**src/rtl/aux_req_pkg.sv**
```systemverilog
package aux_req_pkg;
  typedef enum logic [1:0] {
    ST_OK        = 2'd0,
    ST_TIMEOUT   = 2'd1,
    ST_ERROR     = 2'd2,
    ST_EXHAUSTED = 2'd3
  } aux_status_e;

  localparam logic [1:0] TP_OK      = 2'd0;
  localparam logic [1:0] TP_TIMEOUT = 2'd1;
  localparam logic [1:0] TP_BUSY    = 2'd2;
  localparam logic [1:0] TP_CHERR   = 2'd3;

  localparam logic [1:0] RP_ACK   = 2'd0;
  localparam logic [1:0] RP_DEFER = 2'd2;

  typedef enum logic [2:0] {
    S_IDLE, S_LOAD, S_SEND, S_REPLY, S_WAIT, S_DONE
  } eng_state_e;
endpackage

```
**src/rtl/aux_hdr_build.sv**
```systemverilog
module aux_hdr_build #(
  parameter int LEN_W = 5,
  parameter logic [3:0] CMD_WR = 4'h8,
  parameter logic [3:0] CMD_RD = 4'h9
) (
  input  logic [15:0]      addr,
  input  logic             is_write,
  input  logic [LEN_W-1:0] len,
  output logic [3:0][7:0]  hdr
);
  logic [7:0] total;
  logic [7:0] cnt_m1;

  always_comb begin
    total  = is_write ? (8'd4 + 8'(len)) : 8'd4;
    cnt_m1 = 8'(len) - 8'd1;
    hdr[0] = addr[7:0];
    hdr[1] = addr[15:8];
    hdr[2] = {(is_write ? CMD_WR : CMD_RD), 4'h0};
    hdr[3] = {total[3:0], cnt_m1[3:0]};
  end
endmodule

```
**src/rtl/aux_pay_buf.sv**
```systemverilog
module aux_pay_buf #(
  parameter int DEPTH = 16,
  localparam int IDX_W = $clog2(DEPTH)
) (
  input  logic             clk,
  input  logic             rst_n,
  input  logic             wr_en,
  input  logic [IDX_W-1:0] wr_idx,
  input  logic [7:0]       wr_byte,
  input  logic [IDX_W-1:0] rd_idx,
  output logic [7:0]       rd_byte
);
  logic [DEPTH-1:0][7:0] mem;

  for (genvar g = 0; g < DEPTH; g++) begin : g_slot
    always_ff @(posedge clk) begin
      if (!rst_n) mem[g] <= '0;
      else if (wr_en && wr_idx == IDX_W'(g)) mem[g] <= wr_byte;
    end
  end

  assign rd_byte = mem[rd_idx];
endmodule

```
**src/rtl/aux_wait_timer.sv**
```systemverilog
module aux_wait_timer #(
  parameter int CYCLES = 20000,
  localparam int CW = $clog2(CYCLES + 1)
) (
  input  logic clk,
  input  logic rst_n,
  input  logic start,
  output logic expired
);
  logic          running;
  logic [CW-1:0] cnt;

  assign expired = running && (cnt == CW'(CYCLES - 1));

  always_ff @(posedge clk) begin
    if (!rst_n) begin
      running <= 1'b0;
      cnt     <= '0;
    end else if (start) begin
      running <= 1'b1;
      cnt     <= '0;
    end else if (running) begin
      if (expired) running <= 1'b0;
      cnt <= cnt + 1'b1;
    end
  end


  wait_no_restart_chk: assert property (@(posedge clk) disable iff (!rst_n)
    running |-> !start);
endmodule

```
**src/rtl/aux_native_req.sv**
```systemverilog
module aux_native_req
  import aux_req_pkg::*;
#(
  parameter int MAX_PAYLOAD  = 16,
  parameter int MAX_TRIES    = 4,
  parameter int DEFER_CYCLES = 20000,
  parameter logic [3:0] CMD_WR = 4'h8,
  parameter logic [3:0] CMD_RD = 4'h9
) (
  input  logic                             clk,
  input  logic                             rst_n,
  input  logic                             cmd_valid,
  output logic                             cmd_ready,
  input  logic                             cmd_write,
  input  logic [15:0]                      cmd_addr,
  input  logic [$clog2(MAX_PAYLOAD+1)-1:0] cmd_len,
  input  logic                             wr_valid,
  output logic                             wr_ready,
  input  logic [7:0]                       wr_data,
  output logic                             tx_valid,
  input  logic                             tx_ready,
  output logic [7:0]                       tx_data,
  output logic                             tx_last,
  input  logic                             rsp_valid,
  output logic                             rsp_ready,
  input  logic [1:0]                       rsp_status,
  input  logic [7:0]                       rsp_data,
  input  logic                             rsp_last,
  output logic                             rd_valid,
  input  logic                             rd_ready,
  output logic [7:0]                       rd_data,
  output logic                             rd_last,
  output logic                             busy,
  output logic                             done,
  output logic [1:0]                       status
);
  localparam int LEN_W = $clog2(MAX_PAYLOAD + 1);
  localparam int CNT_W = $clog2(MAX_PAYLOAD + 5);
  localparam int IDX_W = $clog2(MAX_PAYLOAD);
  localparam int TRY_W = $clog2(MAX_TRIES) + 1;

  eng_state_e       state;
  logic             is_wr;
  logic [15:0]      addr_q;
  logic [LEN_W-1:0] len_q;
  logic [CNT_W-1:0] cnt;
  logic [TRY_W-1:0] tries;
  logic             first;
  logic [1:0]       tp_q, rp_q;
  logic [LEN_W-1:0] rd_cnt;
  aux_status_e      stat_q;

  logic [3:0][7:0]  hdr;
  logic [7:0]       pay_byte;
  logic [CNT_W-1:0] msg_len;
  logic             tmr_start, tmr_exp;
  logic [1:0]       tp_now, rp_now;
  logic             fwd, rsp_fire, end_beat, last_try, bad_len;
  logic             go_send, go_wait, go_done;
  aux_status_e      fin_stat;

  aux_hdr_build #(.LEN_W(LEN_W), .CMD_WR(CMD_WR), .CMD_RD(CMD_RD)) u_hdr (
    .addr(addr_q), .is_write(is_wr), .len(len_q), .hdr(hdr)
  );

  aux_pay_buf #(.DEPTH(MAX_PAYLOAD)) u_buf (
    .clk(clk), .rst_n(rst_n),
    .wr_en(state == S_LOAD && wr_valid),
    .wr_idx(IDX_W'(cnt)), .wr_byte(wr_data),
    .rd_idx(IDX_W'(cnt - CNT_W'(4))), .rd_byte(pay_byte)
  );

  aux_wait_timer #(.CYCLES(DEFER_CYCLES)) u_tmr (
    .clk(clk), .rst_n(rst_n), .start(tmr_start), .expired(tmr_exp)
  );

  always_comb begin
    msg_len   = is_wr ? (CNT_W'(len_q) + CNT_W'(4)) : CNT_W'(4);
    cmd_ready = (state == S_IDLE);
    wr_ready  = (state == S_LOAD);
    tx_valid  = (state == S_SEND);
    tx_data   = (cnt < CNT_W'(4)) ? hdr[cnt[1:0]] : pay_byte;
    tx_last   = (cnt == msg_len - CNT_W'(1));
    busy      = (state != S_IDLE);
    done      = (state == S_DONE);
    status    = stat_q;
    bad_len   = (cmd_len == '0) || (cmd_len > LEN_W'(MAX_PAYLOAD));

    tp_now   = first ? rsp_status : tp_q;
    rp_now   = first ? rsp_data[5:4] : rp_q;
    fwd      = !first && !is_wr && tp_q == TP_OK && rp_q == RP_ACK && rd_cnt < len_q;
    rd_valid = (state == S_REPLY) && rsp_valid && fwd;
    rd_data  = rsp_data;
    rd_last  = rsp_last || (rd_cnt == len_q - LEN_W'(1));
    rsp_ready = (state == S_REPLY) && (fwd ? rd_ready : 1'b1);
    rsp_fire  = rsp_valid && rsp_ready;
    end_beat  = (state == S_REPLY) && rsp_fire && rsp_last;
    last_try  = (tries == TRY_W'(MAX_TRIES - 1));

    go_send = 1'b0; go_wait = 1'b0; go_done = 1'b0; fin_stat = ST_ERROR;
    unique case (tp_now)
      TP_TIMEOUT: begin go_done = 1'b1; fin_stat = ST_TIMEOUT; end
      TP_CHERR:   go_done = 1'b1;
      TP_BUSY:    go_send = 1'b1;
      default: begin
        if (rp_now == RP_ACK) begin go_done = 1'b1; fin_stat = ST_OK; end
        else if (rp_now == RP_DEFER) go_wait = 1'b1;
        else go_done = 1'b1;
      end
    endcase
    if ((go_send || go_wait) && last_try) begin
      go_send = 1'b0; go_wait = 1'b0; go_done = 1'b1; fin_stat = ST_EXHAUSTED;
    end
    tmr_start = end_beat && go_wait;
  end

  always_ff @(posedge clk) begin
    if (!rst_n) begin
      state <= S_IDLE; is_wr <= 1'b0; addr_q <= '0; len_q <= '0;
      cnt <= '0; tries <= '0; first <= 1'b0; tp_q <= '0; rp_q <= '0;
      rd_cnt <= '0; stat_q <= ST_OK;
    end else begin
      unique case (state)
        S_IDLE: if (cmd_valid) begin
          is_wr <= cmd_write; addr_q <= cmd_addr; len_q <= cmd_len;
          cnt <= '0; tries <= '0;
          if (bad_len) begin stat_q <= ST_ERROR; state <= S_DONE; end
          else state <= cmd_write ? S_LOAD : S_SEND;
        end
        S_LOAD: if (wr_valid) begin
          if (cnt == CNT_W'(len_q) - CNT_W'(1)) begin cnt <= '0; state <= S_SEND; end
          else cnt <= cnt + 1'b1;
        end
        S_SEND: if (tx_ready) begin
          if (tx_last) begin
            state <= S_REPLY; first <= 1'b1; rd_cnt <= '0; cnt <= '0;
          end else cnt <= cnt + 1'b1;
        end
        S_REPLY: if (rsp_fire) begin
          if (first) begin tp_q <= rsp_status; rp_q <= rsp_data[5:4]; first <= 1'b0; end
          if (fwd) rd_cnt <= rd_cnt + 1'b1;
          if (rsp_last) begin
            if (go_done) begin stat_q <= fin_stat; state <= S_DONE; end
            else begin
              tries <= tries + 1'b1;
              state <= go_wait ? S_WAIT : S_SEND;
            end
          end
        end
        S_WAIT: if (tmr_exp) state <= S_SEND;
        S_DONE: state <= S_IDLE;
        default: state <= S_IDLE;
      endcase
    end
  end


  done_pulse_chk: assert property (@(posedge clk) disable iff (!rst_n)
    done |=> !done);

  busy_cover_chk: assert property (@(posedge clk) disable iff (!rst_n)
    (done |-> busy) and (cmd_ready |-> !busy));

  tx_hold_chk: assert property (@(posedge clk) disable iff (!rst_n)
    (tx_valid && !tx_ready) |=> (tx_valid && $stable(tx_data) && $stable(tx_last)));

  tries_bound_chk: assert property (@(posedge clk) disable iff (!rst_n)
    busy |-> (tries < TRY_W'(MAX_TRIES)));

  rd_after_last_chk: assert property (@(posedge clk) disable iff (!rst_n)
    (rd_valid && rd_ready && rd_last) |=> !rd_valid);

  reject_chk: assert property (@(posedge clk) disable iff (!rst_n)
    (cmd_valid && cmd_ready && bad_len) |=> (done && status == 2'd2 && !tx_valid));

  busy_retry_chk: assert property (@(posedge clk) disable iff (!rst_n)
    (end_beat && first && rsp_status == TP_BUSY && !last_try) |=> tx_valid);
endmodule

```
**config.mk**
```make
export PLATFORM = sky130hd
export DESIGN_NAME = aux_native_req
export DESIGN_NICKNAME = d
export VERILOG_FILES = /design/src/rtl/aux_req_pkg.sv /design/src/rtl/aux_hdr_build.sv /design/src/rtl/aux_pay_buf.sv /design/src/rtl/aux_wait_timer.sv /design/src/rtl/aux_native_req.sv
export SDC_FILE = /design/constraint.sdc
export NUM_CORES = 1
export LEC_CHECK = 0
export ABC_AREA = 1
export CORE_ASPECT_RATIO = 0.5
export CORE_MARGIN = 2
export CORE_UTILIZATION = 40
export DETAILED_ROUTE_END_ITERATION = 16
export DONT_BUFFER_PORTS = 1
export PLACE_DENSITY = 0.52
export SYNTH_ARGS = -nofsm -noshare
export SYNTH_HDL_FRONTEND = slang
export SYNTH_HIERARCHICAL = 1
export SYNTH_SLANG_ARGS = --single-unit
export TNS_END_PERCENT = 20
```
**constraint.sdc**
```tcl
create_clock -name clk -period 6.6 [get_ports clk]
set_clock_uncertainty 0.2 [all_clocks]
set_input_delay 0.66 -clock clk [delete_from_list [all_inputs] [get_ports clk]]
set_output_delay 0.66 -clock clk [all_outputs]
set_load 0.03 [all_outputs]
```
==> reports/metrics.yaml <==
clock_tree:
  cts.reportedPaths.clkPinSlew_ps: 70
  cts_root_buf: "clkbuf_16"
  cts-resized-gates: 0
  cts_hold_buffers: 0
  cts_setup_buffers: 0
  clock_sinks: 189
  cts_made_buffers: 17
  cts_tree: "done"
  insertion_delay_ps: 450
  clk_path_buf_depth: 2
  ctsHtreeMaxLevel: 4
floorplanning:
  dieArea_um2: 26870
  die_h_um: 116.9
  rows: 41
  start_util_pct: 40.57
  pin_count: 75
  core_um2: 25140
  die_w_um: 229.8
timing:
  fin_tns_setup_ps: 0
  drv_slew: 0
  hold_violations: 0
  fin_crit_sh_pct: 60.04
  period_needed_ps: 3963
  worst_pin_slew_ps: 934.3
  slew_headroom_pct: 37.64
  setup_viol: 0
  fmax_mhz: 252.4
  rsz0062_at_grt: "no"
synth:
  avgSynthCellArea_um2: 6.529
  synth_cell_type_count: 41
  ys_ff_latch: 189
  syn_inst: 1562
  ys_seq_area_share_pct: 37.10
  synth_top_cell_by_area: "dfxtp_1"
  ys_top_cells_by_area: "dfxtp_1 37%, nand2_1 11%, o21ai_0 9.4%"
  syn_area_um2: 10200
  synth.top_cell.area_share_pct: 37.10
  synth_warnings: 6
route:
  vias: 9374
  dr.pass1.iters: 5
  drt-initial-drc-count: 733
  drtAntennaViolNets: 0
  post-route-drc-count: 0
  drt_wl_total_mm: 29.36
  viasPerCell: 5.111
  wire_per_inst_um: 16.01
worst_setup_path:
  worstPathRequired_ps: 5740
  cp.arrival_ps: 3100
  path_class: "reg2out"
  start_kind: "register"
  crit_path_end_kind: "output pin"
  critPathMaxFanout: 59
global_route:
  antenna_found_initial: 0
  grt_util_all_layers_pct: 22.43
  grt_pass1_vias: 8501
  grt_max_degree: 166
  grt_pass1_wl_mm: 46.70
  grt_overflow: 0
power:
  peakVddDrop_v: 0.0001790
  leakage_nw: 4.363
  powerDensity_nw_per_um2: 293.9
  report.power.total_mw: 3.127
layout:
  final_cells: 1834
  diodes: 0
  postLayoutCellArea_um2: 10640
  fin_util_pct: 42.32
  drive_above_1_share_pct: 5.503
  area_growth_pct: 4.319
  fin_nets: 1542
hold_path:
  hold_path.class: "in2reg"
placed_design:
  placed_area_um2: 10090
  place_inst: 1802
  portBuffers: 0
  gp_congestion: 0.9051
  hpwl_mm: 20.29
job:
  drv_cap: 0
status:
  outcome: "finished clean"
[power by group]
group	total (mW)	internal, mW	switching, mW	leakage (nW)
clock network	0.972	0.504	0.468	0.261
logic	0.857	0.253	0.604	2.57
registers	1.30	1.21	0.0889	1.53
[sequential cells by signal (all words and copies together) (netlist names)]
name,count
u_buf/mem,128
addr_q,16
u_tmr/cnt,15
cnt,5
len_q,5
rd_cnt,5
state,3
tries,3
rp_q,2
status,2
tp_q,2
first,1
is_wr,1
u_tmr/running,1
[cell usage in the layout (no fill, tap or decap), types with 2 or more instances in the layout]
cell type	n
o21ai_1	2
xor2_1	9
nor2_4	7
nor3_1	5
xnor2_1	3
inv_6	2
a21oi_1	152
nor2_2	10
nor2_1	165
nand2_2	7
ha_1	17
clkbuf_8	2
nand4_1	9
dfxtp_1	187
conb_1	7
buf_4	3
inv_2	6
o21a_1	2
inv_1	203
clkinvlp_4	4
nand3b_1	3
nor4_1	2
nand3_1	133
nand2_4	3
nor3_2	2
clkinv_2	4
nand2_1	303
o21ai_0	191
a31oi_1	9
clkbuf_16	17
nand3_2	4
[logic make-up (layout without fill, tap and decap cells)]
group / count (synthesis) / count (layout) / synth area share [%]
simple gates: 657 / 657 / 28.01
compound gates: 363 / 363 / 18.23
buf+inv: 322 / 245 / 13.47
flops: 189 / 189 / 37.10
fa+ha+maj: 17 / 17 / 2.086
xor+xnor: 12 / 12 / 1.031
other cells: 2 / 7 / 0.07364
[routing by layer]
| metal | vias up | GRT usage, % | routed length [um] |
|---|---|---|---|
| li1 | 4787 | - | - |
| met1 | 4291 | 30.55 | 14330 |
| met2 | 250 | 35.69 | 12630 |
| met3 | 46 | 4.651 | 1675 |
| met4 | 0 | 7.828 | 718 |
| met5 | - | 0 | 0 |
[critical path, cell delays in order, from the launching register on]
cell and delay (ps):
dfxtp_4 660, buf_4 590, nand2_1 120, o21ai_0 150, nand2_1 120, nand3_1 110
nand3_1 80, nand2_1 90, nor2_1 50, a31oi_1 630
[worst paths after layout]
path | from | end | cells after the start | slack (ps)
min | rst_n | tries[0] | 2 | 130
min reg2reg | u_buf/mem[120] | u_buf/mem[120] | 2 | 250
max reg2reg | state[0] | u_buf/mem[62] | 9 | 3250
max | cnt[0] | tx_data[3] | 9 | 2640
[per-stage QoR]
stage	hold WS [ps]	setup WS (ps)
global route	111.4	2430
finish	130.6	2637
floorplan	223.9	3843
detailed placement	235.7	3124
CTS	106.3	2628
global placement	231.7	3215
[synthesized netlist by cell type (all sizes together)]
| library cell | instances |
|---|---|
| nand2 | 313 |
| inv | 209 |
| o21ai | 194 |
| dfxtp | 189 |
| nor2 | 183 |
| a21oi | 153 |
| nand3 | 137 |
| buf | 67 |
| clkbuf | 45 |
| ha | 17 |
| a31oi | 9 |
| nand4 | 9 |
| xor2 | 9 |
| nor3 | 7 |
| nand3b | 3 |
| xnor2 | 3 |
| conb | 2 |
| nor4 | 2 |
| o21a | 2 |
| a21boi | 1 |
| a22oi | 1 |
| and2 | 1 |
| and3 | 1 |
| clkinv | 1 |
| o211ai | 1 |
| o21bai | 1 |
| o22ai | 1 |
| or2 | 1 |
[area by class of cell]
class,count,area (um^2)
clock buffer,20,456.7
tap,344,430.4
timing repair buffer,3,22.52
inverter,210,788.3
clock inverter,12,87.58
sequential,189,3789
multi-input combinational,1056,5065
fill,2753,14500
No activity file was read; power rests on OpenSTA's default activity.
